===== src/rtl/cfg_mesh_pkg.sv =====
package cfg_mesh_pkg;
  typedef enum logic [2:0] {
    ST_IDLE  = 3'd0,
    ST_HDR   = 3'd1,
    ST_CFG   = 3'd2,
    ST_FWD   = 3'd3,
    ST_DRAIN = 3'd4
  } node_state_e;

  localparam int unsigned LINK_N = 0;
  localparam int unsigned LINK_E = 1;
  localparam int unsigned LINK_S = 2;
  localparam int unsigned LINK_W = 3;
endpackage


===== src/rtl/cfg_port_pick.sv =====
module cfg_port_pick #(
  parameter int unsigned NPORTS = 4,
  localparam int unsigned IDX_W = $clog2(NPORTS)
) (
  input  logic [NPORTS-1:0] vld_i,
  input  logic [NPORTS-1:0] bit_i,
  input  logic              locked_i,
  input  logic [IDX_W-1:0]  lock_idx_i,
  output logic [IDX_W-1:0]  pick_idx_o,
  output logic              sel_vld_o,
  output logic              sel_bit_o
);
  logic [IDX_W-1:0] idx;

  // lowest index wins
  always_comb begin
    pick_idx_o = '0;
    for (int i = NPORTS - 1; i >= 0; i--) begin
      if (vld_i[i]) pick_idx_o = IDX_W'(i);
    end
  end

  assign idx       = locked_i ? lock_idx_i : pick_idx_o;
  assign sel_vld_o = vld_i[idx];
  assign sel_bit_o = bit_i[idx];
endmodule


===== src/rtl/cfg_hdr_ctrl.sv =====
module cfg_hdr_ctrl
  import cfg_mesh_pkg::*;
#(
  parameter int unsigned CFG_W = 36,
  parameter int unsigned DIR_W = 2,
  localparam int unsigned HDR_W = 2 + DIR_W,
  localparam int unsigned CNT_W = $clog2(CFG_W + 1)
) (
  input  logic             clk_i,
  input  logic             rst_ni,
  input  logic             sel_vld_i,
  input  logic             sel_bit_i,
  input  logic [DIR_W-1:0] pick_idx_i,
  output logic             locked_o,
  output logic [DIR_W-1:0] lock_idx_o,
  output logic             shift_en_o,
  output logic             last_o,
  output logic             fwd_en_o,
  output logic [DIR_W-1:0] dir_o
);
  node_state_e      state_q;
  logic [CNT_W-1:0] cnt_q;
  logic             load_q, end_q;
  logic [DIR_W-1:0] dir_q, port_q;

  always_ff @(posedge clk_i or negedge rst_ni) begin
    if (!rst_ni) begin
      state_q <= ST_IDLE;
      cnt_q   <= '0;
      load_q  <= 1'b0;
      end_q   <= 1'b0;
      dir_q   <= '0;
      port_q  <= '0;
    end else begin
      unique case (state_q)
        ST_IDLE: if (sel_vld_i) begin
          port_q  <= pick_idx_i;
          load_q  <= sel_bit_i;
          cnt_q   <= CNT_W'(1);
          state_q <= ST_HDR;
        end
        ST_HDR: if (!sel_vld_i) begin
          state_q <= ST_IDLE;
        end else begin
          if (cnt_q == CNT_W'(1)) end_q <= sel_bit_i;
          else dir_q <= (dir_q << 1) | DIR_W'(sel_bit_i);
          cnt_q <= cnt_q + 1'b1;
          if (cnt_q == CNT_W'(HDR_W - 1)) begin
            cnt_q <= '0;
            if (load_q)     state_q <= ST_CFG;
            else if (end_q) state_q <= ST_DRAIN;
            else            state_q <= ST_FWD;
          end
        end
        ST_CFG: if (!sel_vld_i) begin
          state_q <= ST_IDLE;
        end else begin
          cnt_q <= cnt_q + 1'b1;
          if (last_o) begin
            cnt_q   <= '0;
            state_q <= end_q ? ST_DRAIN : ST_FWD;
          end
        end
        ST_FWD, ST_DRAIN: if (!sel_vld_i) state_q <= ST_IDLE;
        default: state_q <= ST_IDLE;
      endcase
    end
  end

  assign locked_o   = (state_q != ST_IDLE);
  assign lock_idx_o = port_q;
  assign shift_en_o = (state_q == ST_CFG) && sel_vld_i;
  assign last_o     = (cnt_q == CNT_W'(CFG_W - 1));
  assign fwd_en_o   = (state_q == ST_FWD) && sel_vld_i;
  assign dir_o      = dir_q;

  AST_CNT_RANGE: assert property (@(posedge clk_i) disable iff (!rst_ni)
    (state_q == ST_CFG) |-> (cnt_q < CNT_W'(CFG_W)));
  AST_LOCK_HOLD: assert property (@(posedge clk_i) disable iff (!rst_ni)
    (locked_o && $past(locked_o)) |-> $stable(lock_idx_o));
  AST_NO_FWD_WHILE_LOADING: assert property (@(posedge clk_i) disable iff (!rst_ni)
    shift_en_o |-> !fwd_en_o);
endmodule


===== src/rtl/cfg_load_reg.sv =====
module cfg_load_reg #(
  parameter int unsigned CFG_W = 36
) (
  input  logic             clk_i,
  input  logic             rst_ni,
  input  logic             shift_en_i,
  input  logic             last_i,
  input  logic             bit_i,
  output logic [CFG_W-1:0] cfg_o,
  output logic             done_o
);
  logic [CFG_W-1:0] shadow_q;

  always_ff @(posedge clk_i or negedge rst_ni) begin
    if (!rst_ni) begin
      shadow_q <= '0;
      cfg_o    <= '0;
      done_o   <= 1'b0;
    end else begin
      done_o <= 1'b0;
      if (shift_en_i) begin
        shadow_q <= {shadow_q[CFG_W-2:0], bit_i};
        if (last_i) begin
          cfg_o  <= {shadow_q[CFG_W-2:0], bit_i};
          done_o <= 1'b1;
        end
      end
    end
  end

  AST_DONE_PULSE: assert property (@(posedge clk_i) disable iff (!rst_ni)
    done_o |=> !done_o);
  AST_CFG_HOLD: assert property (@(posedge clk_i) disable iff (!rst_ni)
    !done_o |-> $stable(cfg_o));
endmodule


===== src/rtl/cfg_fwd_out.sv =====
module cfg_fwd_out #(
  parameter int unsigned NPORTS = 4,
  localparam int unsigned IDX_W = $clog2(NPORTS)
) (
  input  logic              clk_i,
  input  logic              rst_ni,
  input  logic              fwd_en_i,
  input  logic [IDX_W-1:0]  dir_i,
  input  logic              bit_i,
  output logic [NPORTS-1:0] out_vld_o,
  output logic [NPORTS-1:0] out_bit_o
);
  for (genvar p = 0; p < NPORTS; p++) begin : g_link
    logic hit;
    assign hit = fwd_en_i && (dir_i == IDX_W'(p));
    always_ff @(posedge clk_i or negedge rst_ni) begin
      if (!rst_ni) begin
        out_vld_o[p] <= 1'b0;
        out_bit_o[p] <= 1'b0;
      end else begin
        out_vld_o[p] <= hit;
        out_bit_o[p] <= hit & bit_i;
      end
    end
  end

  AST_FWD_ONEHOT: assert property (@(posedge clk_i) disable iff (!rst_ni)
    $onehot0(out_vld_o));
  AST_BIT_NEEDS_VLD: assert property (@(posedge clk_i) disable iff (!rst_ni)
    ((out_bit_o & ~out_vld_o) == '0));
endmodule


===== src/rtl/cfg_mesh_node.sv =====
module cfg_mesh_node #(
  parameter int unsigned NUM_QUARTERS = 4,
  parameter int unsigned QUARTER_W    = 9,
  parameter int unsigned NPORTS       = 4,
  localparam int unsigned CFG_W = NUM_QUARTERS * QUARTER_W,
  localparam int unsigned DIR_W = $clog2(NPORTS)
) (
  input  logic              clk_i,
  input  logic              rst_ni,
  input  logic [NPORTS-1:0] in_vld_i,
  input  logic [NPORTS-1:0] in_bit_i,
  output logic [NPORTS-1:0] out_vld_o,
  output logic [NPORTS-1:0] out_bit_o,
  output logic [CFG_W-1:0]  cfg_o,
  output logic              cfg_done_o
);
  logic             locked, sel_vld, sel_bit, shift_en, last, fwd_en;
  logic [DIR_W-1:0] pick_idx, lock_idx, dir;

  cfg_port_pick #(.NPORTS(NPORTS)) u_pick (
    .vld_i      (in_vld_i),
    .bit_i      (in_bit_i),
    .locked_i   (locked),
    .lock_idx_i (lock_idx),
    .pick_idx_o (pick_idx),
    .sel_vld_o  (sel_vld),
    .sel_bit_o  (sel_bit)
  );

  cfg_hdr_ctrl #(.CFG_W(CFG_W), .DIR_W(DIR_W)) u_ctrl (
    .clk_i      (clk_i),
    .rst_ni     (rst_ni),
    .sel_vld_i  (sel_vld),
    .sel_bit_i  (sel_bit),
    .pick_idx_i (pick_idx),
    .locked_o   (locked),
    .lock_idx_o (lock_idx),
    .shift_en_o (shift_en),
    .last_o     (last),
    .fwd_en_o   (fwd_en),
    .dir_o      (dir)
  );

  cfg_load_reg #(.CFG_W(CFG_W)) u_load (
    .clk_i      (clk_i),
    .rst_ni     (rst_ni),
    .shift_en_i (shift_en),
    .last_i     (last),
    .bit_i      (sel_bit),
    .cfg_o      (cfg_o),
    .done_o     (cfg_done_o)
  );

  cfg_fwd_out #(.NPORTS(NPORTS)) u_fwd (
    .clk_i     (clk_i),
    .rst_ni    (rst_ni),
    .fwd_en_i  (fwd_en),
    .dir_i     (dir),
    .bit_i     (sel_bit),
    .out_vld_o (out_vld_o),
    .out_bit_o (out_bit_o)
  );

  AST_FWD_FROM_LIVE_INPUT: assert property (@(posedge clk_i) disable iff (!rst_ni)
    (|out_vld_o) |-> $past(|in_vld_i));
  AST_DONE_FROM_LIVE_INPUT: assert property (@(posedge clk_i) disable iff (!rst_ni)
    cfg_done_o |-> $past(|in_vld_i));
endmodule


===== config.mk =====
export PLATFORM = sky130hd
export DESIGN_NAME = cfg_mesh_node
export DESIGN_NICKNAME = d
export VERILOG_FILES = /design/src/rtl/cfg_mesh_pkg.sv /design/src/rtl/cfg_port_pick.sv /design/src/rtl/cfg_hdr_ctrl.sv /design/src/rtl/cfg_load_reg.sv /design/src/rtl/cfg_fwd_out.sv /design/src/rtl/cfg_mesh_node.sv
export SDC_FILE = /design/constraint.sdc
export NUM_CORES = 1
export LEC_CHECK = 0
export ABC_AREA = 0
export BUFFER_PORTS_ARGS = -buffer_cell sky130_fd_sc_hd__buf_2
export CELL_PAD_IN_SITES_DETAIL_PLACEMENT = 1
export CELL_PAD_IN_SITES_GLOBAL_PLACEMENT = 1
export CORE_MARGIN = 8
export CORE_UTILIZATION = 42
export DETAILED_ROUTE_END_ITERATION = 16
export PLACE_DENSITY_LB_ADDON = 0.1
export SETUP_SLACK_MARGIN = 0.2
export SYNTH_ARGS = -nofsm -noshare
export SYNTH_HDL_FRONTEND = slang
export SYNTH_SLANG_ARGS = --single-unit
export TNS_END_PERCENT = 1

===== constraint.sdc =====
create_clock -name clk_i -period 1.8 [get_ports clk_i]
set_input_delay 0.36 -clock clk_i [delete_from_list [all_inputs] [get_ports clk_i]]
set_output_delay 0.36 -clock clk_i [all_outputs]
set_load 0.05 [all_outputs]

==> flow_summary.ini <==
[cts]
clock_latency_ps = 360
htreeDepth = 3
cts_tree = done
cts_root_buf = clkbuf_8
cts.path.max_buffers = 2
numCtsBuffers = 9
path_clk_slew_ps = 90
cts_sinks = 95

[layout]
drive_gt1_frac = 0.526
regArea_sq_um = 2380
area_delta_synth_final_pct = 24.3
multiInputGateArea_sq_um = 1510
antenna_cells = 0
fillers = 945
utilization = 0.531
num-nets-final = 387

[critical_path]
crit_path_max_fanout = 35
cpMaxStageDelayCell = mux4_2
critPathKind = reg2reg
worstPathRequired_ps = 2040
worstSetupEndpointType = flop
path_cells = mux4_2 > nand3_2 > buf_12 > mux2_2
start_kind = flop
slowest_delay_ps = 590
rr_worst_depth = 4
cp.arrival_ps = 2080
reg2reg_from = u_ctrl.lock_idx_o[0]$_DFFE_PN0P_
r2r_slack_ps = -40
r2r-end = u_load.cfg_o[33]$_DFFE_PN0P_

[status]
status = finished with violations
failed_checks = setup timing

[global_route]
antenna_found_initial = 0
first_global_vias = 2782
grt_pass1_wl_um = 13800
grt-ovfl-total = 0
grt_max_degree = 46
grt_use_total = 0.136

[synth]
avgSynthCellArea_sq_um = 13.6
synth-seq-area-share = 0.611
yosysWarnings = 0
synth_cell_types = 34
synth_area_sq_um = 3890
ys_dominant_reg_cell = dfrtp_1
synthArstFlopShare = 1.00
synth-edff-count = 0
ys_ff_latch = 95
syn_nets = 298
netlist_instances = 286

[route]
drt-vias-per-instance = 5.08
totalWireLength_um = 7950
wl_per_cell_um = 16.2
drt-pass1-iter-count = 4
antenna_left = 0
drc = 0
vias = 2495
drt_iter0_markers = 63

[timing]
fin_crit_sh = 1.02
finClkSkew_ps = 9.76
rsz0062_at_grt = true
max_freq_mhz = 544
worstMarginPinSlew_ps = 392
setup_viol = 25
slew_headroom = 0.739
drv_slew = 0
layout_min_cycle_time_ps = 1840
worst_slack_ps = -37.0
hold_violations = 0

[placement]
place_hpwl_um = 5640
place_congestion = 0.795
port_buffers = 54

[floorplanning]
die_area_sq_um = 12600
io_pins = 55
die_h_um = 112
die_width_um = 112
start_util = 0.427
num_rows = 35
core_sq_um = 9110

[pwr]
p_switching_mw = 1.98
peakVddDrop_mv = 0.666
clkPwrFrac = 0.223
internal-power_mw = 3.83
p_comb_frac = 0.347
power_frac_seq = 0.430
p_sw_frac = 0.340
powerDensity_nw_per_um2 = 1200
finalPower_mw = 5.81
p_leak_nw = 2.56

[hold_path]
holdPathEnd = u_ctrl.lock_idx_o[0]$_DFFE_PN0P_
min_from = in_vld_i[1]
worst_hold_path.num_cells = 3
hold_path_class = in2reg

[job]
drv_cap = 0
flip-flops by register name, indices dropped and copies added, names as in the netlist:
register           cells
u_ctrl.dir_o           2
u_load.done_o          1
u_ctrl.state_q         3
u_fwd.out_bit_o        4
u_load.shadow_q       35
u_ctrl.load_q          1
u_ctrl.lock_idx_o      2
u_load.cfg_o          36
u_fwd.out_vld_o        4
u_ctrl.end_q           1
u_ctrl.cnt_q           6
cells in the mapped netlist (3+ instances only):
library cell / n / area [sq um]
dfrtp_1: 95 / 2380
mux2_2: 70 / 788
o21ai_0: 14 / 70.1
nand2_1: 12 / 45.0
nor2_1: 12 / 45.0
nor2b_1: 10 / 62.6
a21oi_1: 9 / 45.0
nor3_1: 9 / 45.0
buf_2: 7 / 35.0
a22o_1: 4 / 35.0
and3_1: 4 / 25.0
inv_1: 4 / 15.0
nor4_1: 4 / 25.0
buf_6: 3 / 33.8
nand3_1: 3 / 15.0
or3_1: 3 / 18.8
cells by family (layout without fill, tap and decap cells):
kind of cell / after synthesis / after routing / synth area share
DFF: 95 / 95 / 0.611
AOI/OAI and AO/OA: 38 / 38 / 0.0627
and+or+nand+nor: 62 / 62 / 0.0817
muxes: 73 / 73 / 0.214
adders and majority gates: 2 / 2 / 0.00643
buffers and inverters: 16 / 110 / 0.0244
cell type report:
cell class / count / area share
Timing Repair Buffer: 90 / 0.125
Sequential cell: 95 / 0.492
Inverter: 4 / 0.00310
Tap cell: 111 / 0.0287
Multi-Input combinational cell: 175 / 0.313
Clock buffer: 11 / 0.0292
Clock inverter: 5 / 0.00854
power by group through the flow:
stage               clock network (mW)  logic [mW]  registers (mW)
floorplan                            0        1.08            2.49
global placement                     0        1.74            2.51
detailed placement                   0        1.80            2.52
CTS                               1.35        2.04            2.50
global route                      1.43        2.22            2.53
finish                            1.30        2.02            2.50
metal layers:
layer,wire (um),GRT usage
met2,3940,0.221
met5,0,0
met1,3570,0.167
met4,94,0.0621
met3,347,0.0360
worst max path at each step:
stage / to / slack, ps / start
2_1_floorplan: u_fwd.out_bit_o[1]$_DFF_PN0_ / -30 / u_ctrl.state_q[1]$_DFFE_PN0P_
3_3_place_gp: u_load.cfg_o[22]$_DFFE_PN0P_ / -120 / in_vld_i[2]
3_5_place_dp: u_fwd.out_bit_o[2]$_DFF_PN0_ / -190 / in_vld_i[3]
4_1_cts: u_load.cfg_o[33]$_DFFE_PN0P_ / -50 / u_ctrl.lock_idx_o[0]$_DFFE_PN0P_
5_1_grt: u_ctrl.cnt_q[1]$_DFFE_PN0P_ / -110 / u_ctrl.state_q[1]$_DFFE_PN0P_
6_report: u_load.cfg_o[33]$_DFFE_PN0P_ / -40 / u_ctrl.lock_idx_o[0]$_DFFE_PN0P_
critical path: cells and delay by family, from the launching register on:
family | cells | cell delay (ps)
mux | 2 | 950
buf+inv | 1 | 220
flops | 1 | 380
simple gates | 1 | 140
cell usage in the layout, fill, tap and decap left out, types with 3 or more instances in the layout:
cell        count
a21oi_1         8
buf_12          4
a22o_1          4
nor2_1         11
nand2_1        10
buf_2          53
buf_6           3
and3_1          4
buf_4          29
nor3_2          3
o21ai_1         3
clkbuf_8       10
nor3_1          6
o21ai_0        11
nor4_2          3
inv_1           4
clkinvlp_4      4
nor2b_1         8
mux2_2         69
or3_1           3
dfrtp_1        93
stage by stage:
stage               std cells  hold slack [ps]  instance area [sq um]  setup WS (ps)  setup TNS [ps]
global placement          472              317                   4530           -117           -6290
detailed placement        472              315                   4530           -195           -9680
floorplan                 286             64.4                   3910          -27.9            -610
finish                    491              344                   4840          -37.0            -417
CTS                       491              323                   4840          -50.7           -1110
global route              491              323                   4840           -110           -4900
what timing repair did:
action,CTS,global route
endpoints found under the hold margin,25,0
pin swaps,11,1
setup buffers,2,0
setup endpoints to repair,91,92
resized for setup,25,2
hold buffers,1,0
Power figures use the tool's default switching activity.
